===== config.mk =====
export PLATFORM = sky130hd
export DESIGN_NAME = cmdring_fetch
export DESIGN_NICKNAME = d
export VERILOG_FILES = /design/src/rtl/cmdring_pkg.sv /design/src/rtl/cmdring_dpath.sv /design/src/rtl/cmdring_ctrl.sv /design/src/rtl/cmdring_fetch.sv
export SDC_FILE = /design/constraint.sdc
export NUM_CORES = 1
export LEC_CHECK = 0
export ABC_AREA = 1
export BUFFER_PORTS_ARGS = -buffer_cell sky130_fd_sc_hd__buf_2
export CORE_MARGIN = 2
export CORE_UTILIZATION = 45
export DETAILED_ROUTE_END_ITERATION = 16
export PLACE_DENSITY_LB_ADDON = 0.2
export SLEW_MARGIN = 10
export SYNTH_ARGS = -nofsm -noshare
export SYNTH_HDL_FRONTEND = slang
export SYNTH_HIERARCHICAL = 1
export SYNTH_SLANG_ARGS = --single-unit

===== constraint.sdc =====
create_clock -name clk -period 1.6 [get_ports clk]
set_input_delay 0.08 -clock clk [delete_from_list [all_inputs] [get_ports clk]]
set_output_delay 0.08 -clock clk [all_outputs]
set_load 0.005 [all_outputs]

===== src/rtl/cmdring_pkg.sv =====
package cmdring_pkg;
  localparam int REG_W = 16;

  localparam logic [1:0] ADDR_CTRL = 2'd0;
  localparam logic [1:0] ADDR_WPTR = 2'd1;
  localparam logic [1:0] ADDR_RPTR = 2'd2;
  localparam logic [1:0] ADDR_SIZE = 2'd3;

  localparam int RUN_BIT  = 0;
  localparam int FULL_BIT = 1;
  localparam int PRST_BIT = REG_W - 1;

  localparam logic [1:0] SIZE_256 = 2'b10;
  localparam logic [3:0] SIZE_CAP = 4'b0100;

  typedef enum logic [1:0] {ST_IDLE, ST_WAIT, ST_OFFER} fetchState_t;

  typedef struct packed {
    logic memRead;
    logic capture;
    logic advance;
    logic clearPtr;
  } ringStrobe_t;
endpackage


===== src/rtl/cmdring_dpath.sv =====
module cmdring_dpath
  import cmdring_pkg::*;
#(
  parameter int PTR_W  = 8,
  parameter int DATA_W = 32
) (
  input  logic              clk,
  input  logic              rstN,
  input  ringStrobe_t       strobe,
  input  logic              wpWrite,
  input  logic              sizeWrite,
  input  logic [PTR_W-1:0]  wrBits,
  input  logic [DATA_W-1:0] memRdData,
  output logic [PTR_W-1:0]  rdPtr,
  output logic [PTR_W-1:0]  wrPtr,
  output logic [PTR_W-1:0]  fetchAddr,
  output logic [1:0]        sizeCode,
  output logic [DATA_W-1:0] cmdWord,
  output logic              pending,
  output logic              ringFull
);
  localparam logic [PTR_W-1:0] PTR_ONE = PTR_W'(1);

  always_ff @(posedge clk) begin
    if (!rstN) begin
      rdPtr    <= '0;
      wrPtr    <= '0;
      sizeCode <= '0;
      cmdWord  <= '0;
    end else begin
      if (wpWrite)   wrPtr    <= wrBits;
      if (sizeWrite) sizeCode <= wrBits[1:0];
      if (strobe.clearPtr)     rdPtr <= '0;
      else if (strobe.advance) rdPtr <= rdPtr + PTR_ONE;
      if (strobe.capture) cmdWord <= memRdData;
    end
  end

  // slot index wraps naturally at 2**PTR_W
  assign fetchAddr = rdPtr + PTR_ONE;
  assign pending   = (rdPtr != wrPtr);
  assign ringFull  = ((wrPtr + PTR_ONE) == rdPtr);

  AST_PTR_MOVES_ON_ACCEPT: assert property (@(posedge clk) disable iff (!rstN)
    (rdPtr != $past(rdPtr)) |-> $past(strobe.advance || strobe.clearPtr));
endmodule


===== src/rtl/cmdring_ctrl.sv =====
module cmdring_ctrl
  import cmdring_pkg::*;
(
  input  logic        clk,
  input  logic        rstN,
  input  logic        ctrlWrite,
  input  logic        rpWrite,
  input  logic        runBit,
  input  logic        rstBit,
  input  logic        pending,
  input  logic        sizeOk,
  input  logic        cmdReady,
  output ringStrobe_t strobe,
  output logic        cmdValid,
  output logic        runActive,
  output logic        ptrRstAck
);
  fetchState_t state, nextState;
  logic runReq;
  logic rstReq;

  always_ff @(posedge clk) begin
    if (!rstN) begin
      state     <= ST_IDLE;
      runReq    <= 1'b0;
      rstReq    <= 1'b0;
      ptrRstAck <= 1'b0;
    end else begin
      state <= nextState;
      if (ctrlWrite) runReq <= runBit;
      if (rpWrite)   rstReq <= rstBit;
      if (!rstReq)                ptrRstAck <= 1'b0;
      else if (state == ST_IDLE)  ptrRstAck <= 1'b1;
    end
  end

  always_comb begin
    strobe    = '0;
    nextState = state;
    cmdValid  = 1'b0;
    case (state)
      ST_IDLE: begin
        if (runReq && sizeOk && !rstReq && !ptrRstAck && pending) begin
          strobe.memRead = 1'b1;
          nextState      = ST_WAIT;
        end
      end
      ST_WAIT: begin
        strobe.capture = 1'b1;
        nextState      = ST_OFFER;
      end
      ST_OFFER: begin
        cmdValid = 1'b1;
        if (cmdReady) begin
          strobe.advance = 1'b1;
          nextState      = ST_IDLE;
        end
      end
      default: nextState = ST_IDLE;
    endcase
    strobe.clearPtr = rstReq && (state == ST_IDLE);
  end

  assign runActive = runReq || (state != ST_IDLE);

  AST_ONE_STROBE: assert property (@(posedge clk) disable iff (!rstN)
    $onehot0({strobe.memRead, strobe.capture, strobe.advance}));
  AST_STOP_AFTER_HANDSHAKE: assert property (@(posedge clk) disable iff (!rstN)
    $fell(runActive) |-> $past(state == ST_IDLE) || $past(cmdValid && cmdReady));
endmodule


===== src/rtl/cmdring_fetch.sv =====
module cmdring_fetch
  import cmdring_pkg::*;
#(
  parameter int PTR_W   = 8,
  parameter int DATA_W  = 32,
  parameter int CODEC_W = 4
) (
  input  logic              clk,
  input  logic              rstN,
  input  logic              regWrEn,
  input  logic [1:0]        regAddr,
  input  logic [REG_W-1:0]  regWrData,
  output logic [REG_W-1:0]  regRdData,
  output logic              memRdEn,
  output logic [PTR_W-1:0]  memAddr,
  input  logic [DATA_W-1:0] memRdData,
  output logic              cmdValid,
  input  logic              cmdReady,
  output logic [DATA_W-1:0] cmdData,
  output logic [CODEC_W-1:0] cmdCodec
);
  ringStrobe_t       strobe;
  logic [PTR_W-1:0]  rdPtr, wrPtr, fetchAddr;
  logic [1:0]        sizeCode;
  logic [DATA_W-1:0] cmdWord;
  logic              pending, ringFull, runActive, ptrRstAck;
  logic              unusedWrBits;

  assign unusedWrBits = ^regWrData[REG_W-2:PTR_W];

  cmdring_ctrl u_ctrl (
    .clk       (clk),
    .rstN      (rstN),
    .ctrlWrite (regWrEn && regAddr == ADDR_CTRL),
    .rpWrite   (regWrEn && regAddr == ADDR_RPTR),
    .runBit    (regWrData[RUN_BIT]),
    .rstBit    (regWrData[PRST_BIT]),
    .pending   (pending),
    .sizeOk    (sizeCode == SIZE_256),
    .cmdReady  (cmdReady),
    .strobe    (strobe),
    .cmdValid  (cmdValid),
    .runActive (runActive),
    .ptrRstAck (ptrRstAck)
  );

  cmdring_dpath #(.PTR_W(PTR_W), .DATA_W(DATA_W)) u_dpath (
    .clk       (clk),
    .rstN      (rstN),
    .strobe    (strobe),
    .wpWrite   (regWrEn && regAddr == ADDR_WPTR),
    .sizeWrite (regWrEn && regAddr == ADDR_SIZE),
    .wrBits    (regWrData[PTR_W-1:0]),
    .memRdData (memRdData),
    .rdPtr     (rdPtr),
    .wrPtr     (wrPtr),
    .fetchAddr (fetchAddr),
    .sizeCode  (sizeCode),
    .cmdWord   (cmdWord),
    .pending   (pending),
    .ringFull  (ringFull)
  );

  always_comb begin
    regRdData = '0;
    case (regAddr)
      ADDR_CTRL: begin
        regRdData[RUN_BIT]  = runActive;
        regRdData[FULL_BIT] = ringFull;
      end
      ADDR_WPTR: regRdData[PTR_W-1:0] = wrPtr;
      ADDR_RPTR: begin
        regRdData[PTR_W-1:0] = rdPtr;
        regRdData[PRST_BIT]  = ptrRstAck;
      end
      default: begin
        regRdData[1:0] = sizeCode;
        regRdData[7:4] = SIZE_CAP;
      end
    endcase
  end

  assign memRdEn  = strobe.memRead;
  assign memAddr  = fetchAddr;
  assign cmdData  = cmdWord;
  assign cmdCodec = cmdWord[DATA_W-1 -: CODEC_W];

  AST_VALID_HOLD: assert property (@(posedge clk) disable iff (!rstN)
    cmdValid && !cmdReady |=> cmdValid && $stable(cmdData));
  AST_NO_OVERRUN: assert property (@(posedge clk) disable iff (!rstN)
    memRdEn |-> rdPtr != wrPtr);
  AST_QUIET_IN_PTR_RESET: assert property (@(posedge clk) disable iff (!rstN)
    ptrRstAck |-> !memRdEn && !cmdValid);
endmodule


; ---- Word level (Yosys, flattened, before mapping)
; Cells that the tools add are included.
[classes]
n_bitwise = 1
n_reduce_logical = 18
addsub = 2
n_mux = 13
eq_ne = 10
[op_table]
columns = cell, n
row1 = "8-bit by 1-bit adder with 8-bit output, second input constant", 2
row2 = 2-bit one-hot mux with 3 select lines, 2
row3 = 4-bit one-hot mux with 3 select lines, 1
row4 = 1-bit logical AND, 9
row5 = "2-bit equality test, second input constant", 4
row6 = 8-bit equality test, 1
row7 = 8-bit != test, 1
row8 = 1-bit two-way mux, 7
row9 = "2-bit by 1-bit equality test with 1-bit output, second input constant", 2
row10 = 2-bit zero test, 2
row11 = 2-bit two-way mux, 2
row12 = 2-bit one-hot mux with 2 select lines, 1
row13 = 2-bit AND reduction, 2
row14 = 1-bit zero test, 2
row15 = "2-bit by 1-bit != test with 1-bit output, second input constant", 1
row16 = "2-bit != test, second input constant", 1
row17 = 2-bit nonzero test, 1
row18 = 2-bit OR reduction, 1
row19 = 1-bit logical OR, 1
row20 = 1-bit NOT, 1
[word_totals]
regBits = 55
output_inout_bits = 62
inputBits = 54
word_cells = 52

; ---- Depth between registers and ports, before layout
[logic_depth]
ltp_word = 7
depth_mapped = 14
ltp_nobuf = 13

; ---- Modules after synthesis
; Netlist, hierarchy kept.
[modules_own_cells]
columns = mod, cells_per_inst, instances, seq_area_each_um2, area_per_inst_um2
row1 = cmdring_dpath, 320, 1, 1001.0, 2223.4
row2 = cmdring_fetch, 69, 1, 0.0, 366.6
row3 = cmdring_ctrl, 36, 1, 100.1, 254.0

; ---- Worst setup path after synthesis
; Ideal clock, no wire load.
[synth_timing]
path_kind = register to output
startpoint = register u_dpath.wrPtr[1]
endpoint = output regRdData[1]
path_stages_with_launch = 12
n_path_buf = 0
t_required_ns = 1.520
setup_slack_ns = 0.176
t_arrival_ns = 1.344
path_cell_list = dfxtp_1 > ha_1 > nand3_2 > o21ai_1 > nand2_1 > nor2_1 > nand2_1 > nor2_2 > nand2_1 > nand2_1 > nor2_1 > nor2_1
[synth_via]
elab_chain_cells = 3
[synth_lines]
columns = item, line
row1 = "start, declared", cmdring_dpath.sv:15  ; output logic [PTR_W-1:0] wrPtr,
row2 = "start signal, assigned", cmdring_dpath.sv:31  ; if (wpWrite) wrPtr <= wrBits;
row3 = 8-bit by 1-bit adder with 8-bit output, cmdring_dpath.sv:42  ; assign ringFull = ((wrPtr + PTR_ONE) == rdPtr);
row4 = 8-bit equality test, cmdring_dpath.sv:42
row5 = named net ringFull, cmdring_fetch.sv:26  ; logic pending, ringFull, runActive, ptrRstAck;
row6 = 2-bit one-hot mux with 3 select lines, cmdring_fetch.sv:66  ; case (regAddr)
row7 = "end, declared", cmdring_fetch.sv:13  ; output logic [REG_W-1:0] regRdData,
; The timed path passes the listed nets, and every way through them passes these cells.

; ---- Worst setup path after layout
[layout_timing]
startpoint = register u_dpath.wrPtr[0]
endpoint = output regRdData[1]
; Same word-level chain as after synthesis.

==> run_results.csv <==
group,metric,value,unit
status,status,"finished, violations left",
status,violations,"setup timing",
power_and_ir_drop,cellLeakagePower,2.133,nW
logic_synthesis,synth_ff_type,"dfxtp_1",
floorplanning,initial_utilization,47.20,%
grt,grt_max_degree,33,
sta,clock_skew,0.007622,ns
logic_synthesis,synth_top_area_share,38.72,%
cells_and_area,final_common_cell,"buf_2",
sta,max_freq,0.5393,GHz
clock_network,clk_pin_slew,0.10,ns
logic_synthesis,synth_area_leaders,"dfxtp_1 (39%), nor2_1 (13%), nand2_1 (10%), o21ai_0 (8.4%), inv_1 (5.7%)",
clock_network,root_buffer,"clkbuf_8",
drt,vias,3041,
grt,track_usage,22.10,%
grt,antenna_found_initial,0,
logic_synthesis,ys_seq_area_share,38.72,%
logic_synthesis,ys_ff_latch,55,
drt,wl_per_cell,12.10,um
placement,port_buffers,101,
sta,rsz0062_at_grt,"true",
flow_run,max_cap_viol_count,0,
sta,setup_tns,-0.4363,ns
worst_setup_path,cp_slowest_cell,"dfxtp_2",
worst_setup_path,crit_fanout,4,
clock_network,cts_tree,"built",
logic_synthesis,syn-cell-area,2844,um^2
worst_setup_path,crit_family,"simple AND/OR/NAND/NOR gates",
grt,grt_pass1_wl,12830,um
clock_network,cts_buffers,5,
worst_setup_path,critical_path.cell_chain,"buf_6 > inv_1 > nor2_4 > nand2_1 > nand2_1 > nand2_1 > nor2_1 > nand2_1 > nor2_2 > nand2_1 > nand2_1 > nor2_1 > nor2_1 > buf_2",
sta,period_needed,1.854,ns
cells_and_area,utilization,65.49,%
placement,place_congestion,0.8611,
worst_setup_path,start_kind,"register",
grt,grt_overflow,0,
sta,slew_viol_final,0,
floorplanning,die_x,83.50,um
worst_setup_path,critPathKind,"register to output port",
floorplanning,pin_count,116,
sta,fin_ws,-0.2542,ns
drt,viasPerCell,4.774,
logic_synthesis,synth_cells,425,
worst_setup_path,crit_path_end_kind,"output port",
floorplanning,die_area,6972,um^2
drt,drt_iter0_drc,139,
grt,grt_pass1_vias,2954,
clock_network,clkLatencyLatePin,0.32,ns
cells_and_area,layout_common_cells,"buf_2 (100), nor2_1 (97), nand2_1 (77)",
clock_network,clock_sink_count,55,
cells_and_area,syn_to_final_growth,38.76,%
clock_network,ctsHtreeMaxLevel,2,
clock_network,clk_path_buf_depth,2,
worst_setup_path,critPathMaxStageDelay,0.37,ns
logic_synthesis,ys_warn_count,6,
worst_setup_path,cp.required,1.52,ns
drt,drtPass1Iterations,5,
worst_setup_path,cp.arrival,1.77,ns
logic_synthesis,synth_top_area_cell,"dfxtp_1",
floorplanning,num_rows,28,
worst_setup_path,cp_num_buf_inv,3,
cells_and_area,finalNetCount,622,
sta,setup_violations,2,
floorplanning,die_y,83.50,um
logic_synthesis,synth.avg_cell_area,6.692,um^2
sta,fin_crit_sh,115.9,%
logic_synthesis,synth_edf_count,0,
min_path,min_path_type,"input pin to register",
floorplanning,core_area,6026,um^2
cells_and_area,antennaDiodeCount,0,
drt,drc_errors,0,
placement,dp_hpwl,5176,um
drt,postRouteAntennaNets,0,
cells_and_area,drive_above_1_share,28.47,%
worst_setup_path,critPathMostFrequentCell,"nand2_1",
power_and_ir_drop,ir_drop,538.2,uV
drt,wirelength,7707,um
cells_and_area,fillers,546,
power_and_ir_drop,power_density,656.0,nW/um^2
logic_synthesis,async_reset_ff_share,0,%
sta,hold_viol_final,0,
logic_synthesis,synth_cell_types,27,
[worst reg2reg max path, cell delays in order, from the launching register on]
cell and delay [ns]:
dfxtp_2 0.36, buf_6 0.12, buf_4 0.14, xor2_1 0.16
nor3_1 0.12, nand2_1 0.11, nand2_2 0.11, nor2_4 0.04
nand2_2 0.07, nor2_2 0.03
[worst paths after layout]
| kind | startpoint | end | slack, ns | depth (start not counted) |
|---|---|---|---|---|
| worst max-delay path | u_dpath/wrPtr[0] | regRdData[1] | -0.25 | 14 |
| worst min-delay path | regWrData[0] | u_ctrl/runReq | 0.01 | 3 |
| worst max register to register | u_dpath/wrPtr[1] | u_ctrl/state[0] | 0.24 | 9 |
| worst min register to register | u_ctrl/rstReq | u_ctrl/ptrRstAck | 0.45 | 2 |
[synthesized netlist by cell type, types with 3 or more instances]
library cell,n
nor2_1,97
o21ai_0,48
buf_4,13
xor2_1,6
o21ai_1,4
ha_1,7
nand3_1,9
nor2_2,4
inv_2,4
clkbuf_1,11
inv_1,43
nand2_1,79
xnor2_1,3
dfxtp_1,55
a21oi_1,21
nor3_1,3
nand2_2,4
[logic make-up (layout without fill, tap and decap cells)]
logic type,count (synthesis),in the layout,share of synthesized area (%)
buffers and inverters,76,207,12.45
adders and majority gates,7,7,3.079
other,1,7,0.1319
AOI/OAI and AO/OA,73,73,12.85
DFF,55,55,38.72
and+or+nand+nor,203,203,29.43
xor gates and xnor gates,10,10,3.344
[area by class of cell]
class                           instances  area (um^2)  area share [%]
Clock buffer                            6        82.58           2.093
Clock inverter                          2        18.77          0.4756
Inverter                               48        182.7           4.629
Multi-Input combinational cell        300         1464           37.10
Sequential cell                        55         1120           28.38
Tap cell                               75        93.84           2.378
Timing Repair Buffer                  151        984.7           24.95
[flip-flops by register name (all words and copies together), names as in the netlist]
name,flops
u_ctrl/ptrRstAck,1
u_dpath/sizeCode,2
u_dpath/cmdWord,32
u_ctrl/state,2
u_dpath/wrPtr,8
u_ctrl/runReq,1
u_ctrl/rstReq,1
u_dpath/rdPtr,8
[per-stage QoR]
stage	power (W)	area, um^2	cells	hold slack, ns	setup slack (ns)
floorplan	0.001582	2867	431	0.2030	0.1763
global placement	0.001676	3385	591	0.3010	0.09318
detailed placement	0.001680	3385	591	0.3094	0.03726
CTS	0.002615	3900	636	0.004745	-0.2619
global route	0.002695	3946	637	0.03370	-0.3780
finish	0.002589	3946	637	0.009697	-0.2542
[power breakdown]
group / total, W / internal, W / switching (W)
sequential: 0.00141 / 0.00139 / 0.0000213
combinational: 0.000323 / 0.000169 / 0.000154
clock: 0.000859 / 0.000363 / 0.000496
total: 0.00259 / 0.00192 / 0.000671
[per-layer routing]
layer | global-route usage, % | share of wire, %
met1 | 25.60 | 43
met2 | 40.18 | 50
met3 | 4.748 | 5.3
met4 | 7.625 | 1.5
met5 | 0 | 0
[timing repair]
item,4_1_cts,5_1_grt
endpoints found under the setup margin,5,6
setup buffers,1,1
hold buffers,36,0
gates resized for setup,15,12
endpoints found under the hold margin,37,0
pin swaps,3,3
Note: power is estimated with default switching activity, not from simulation.
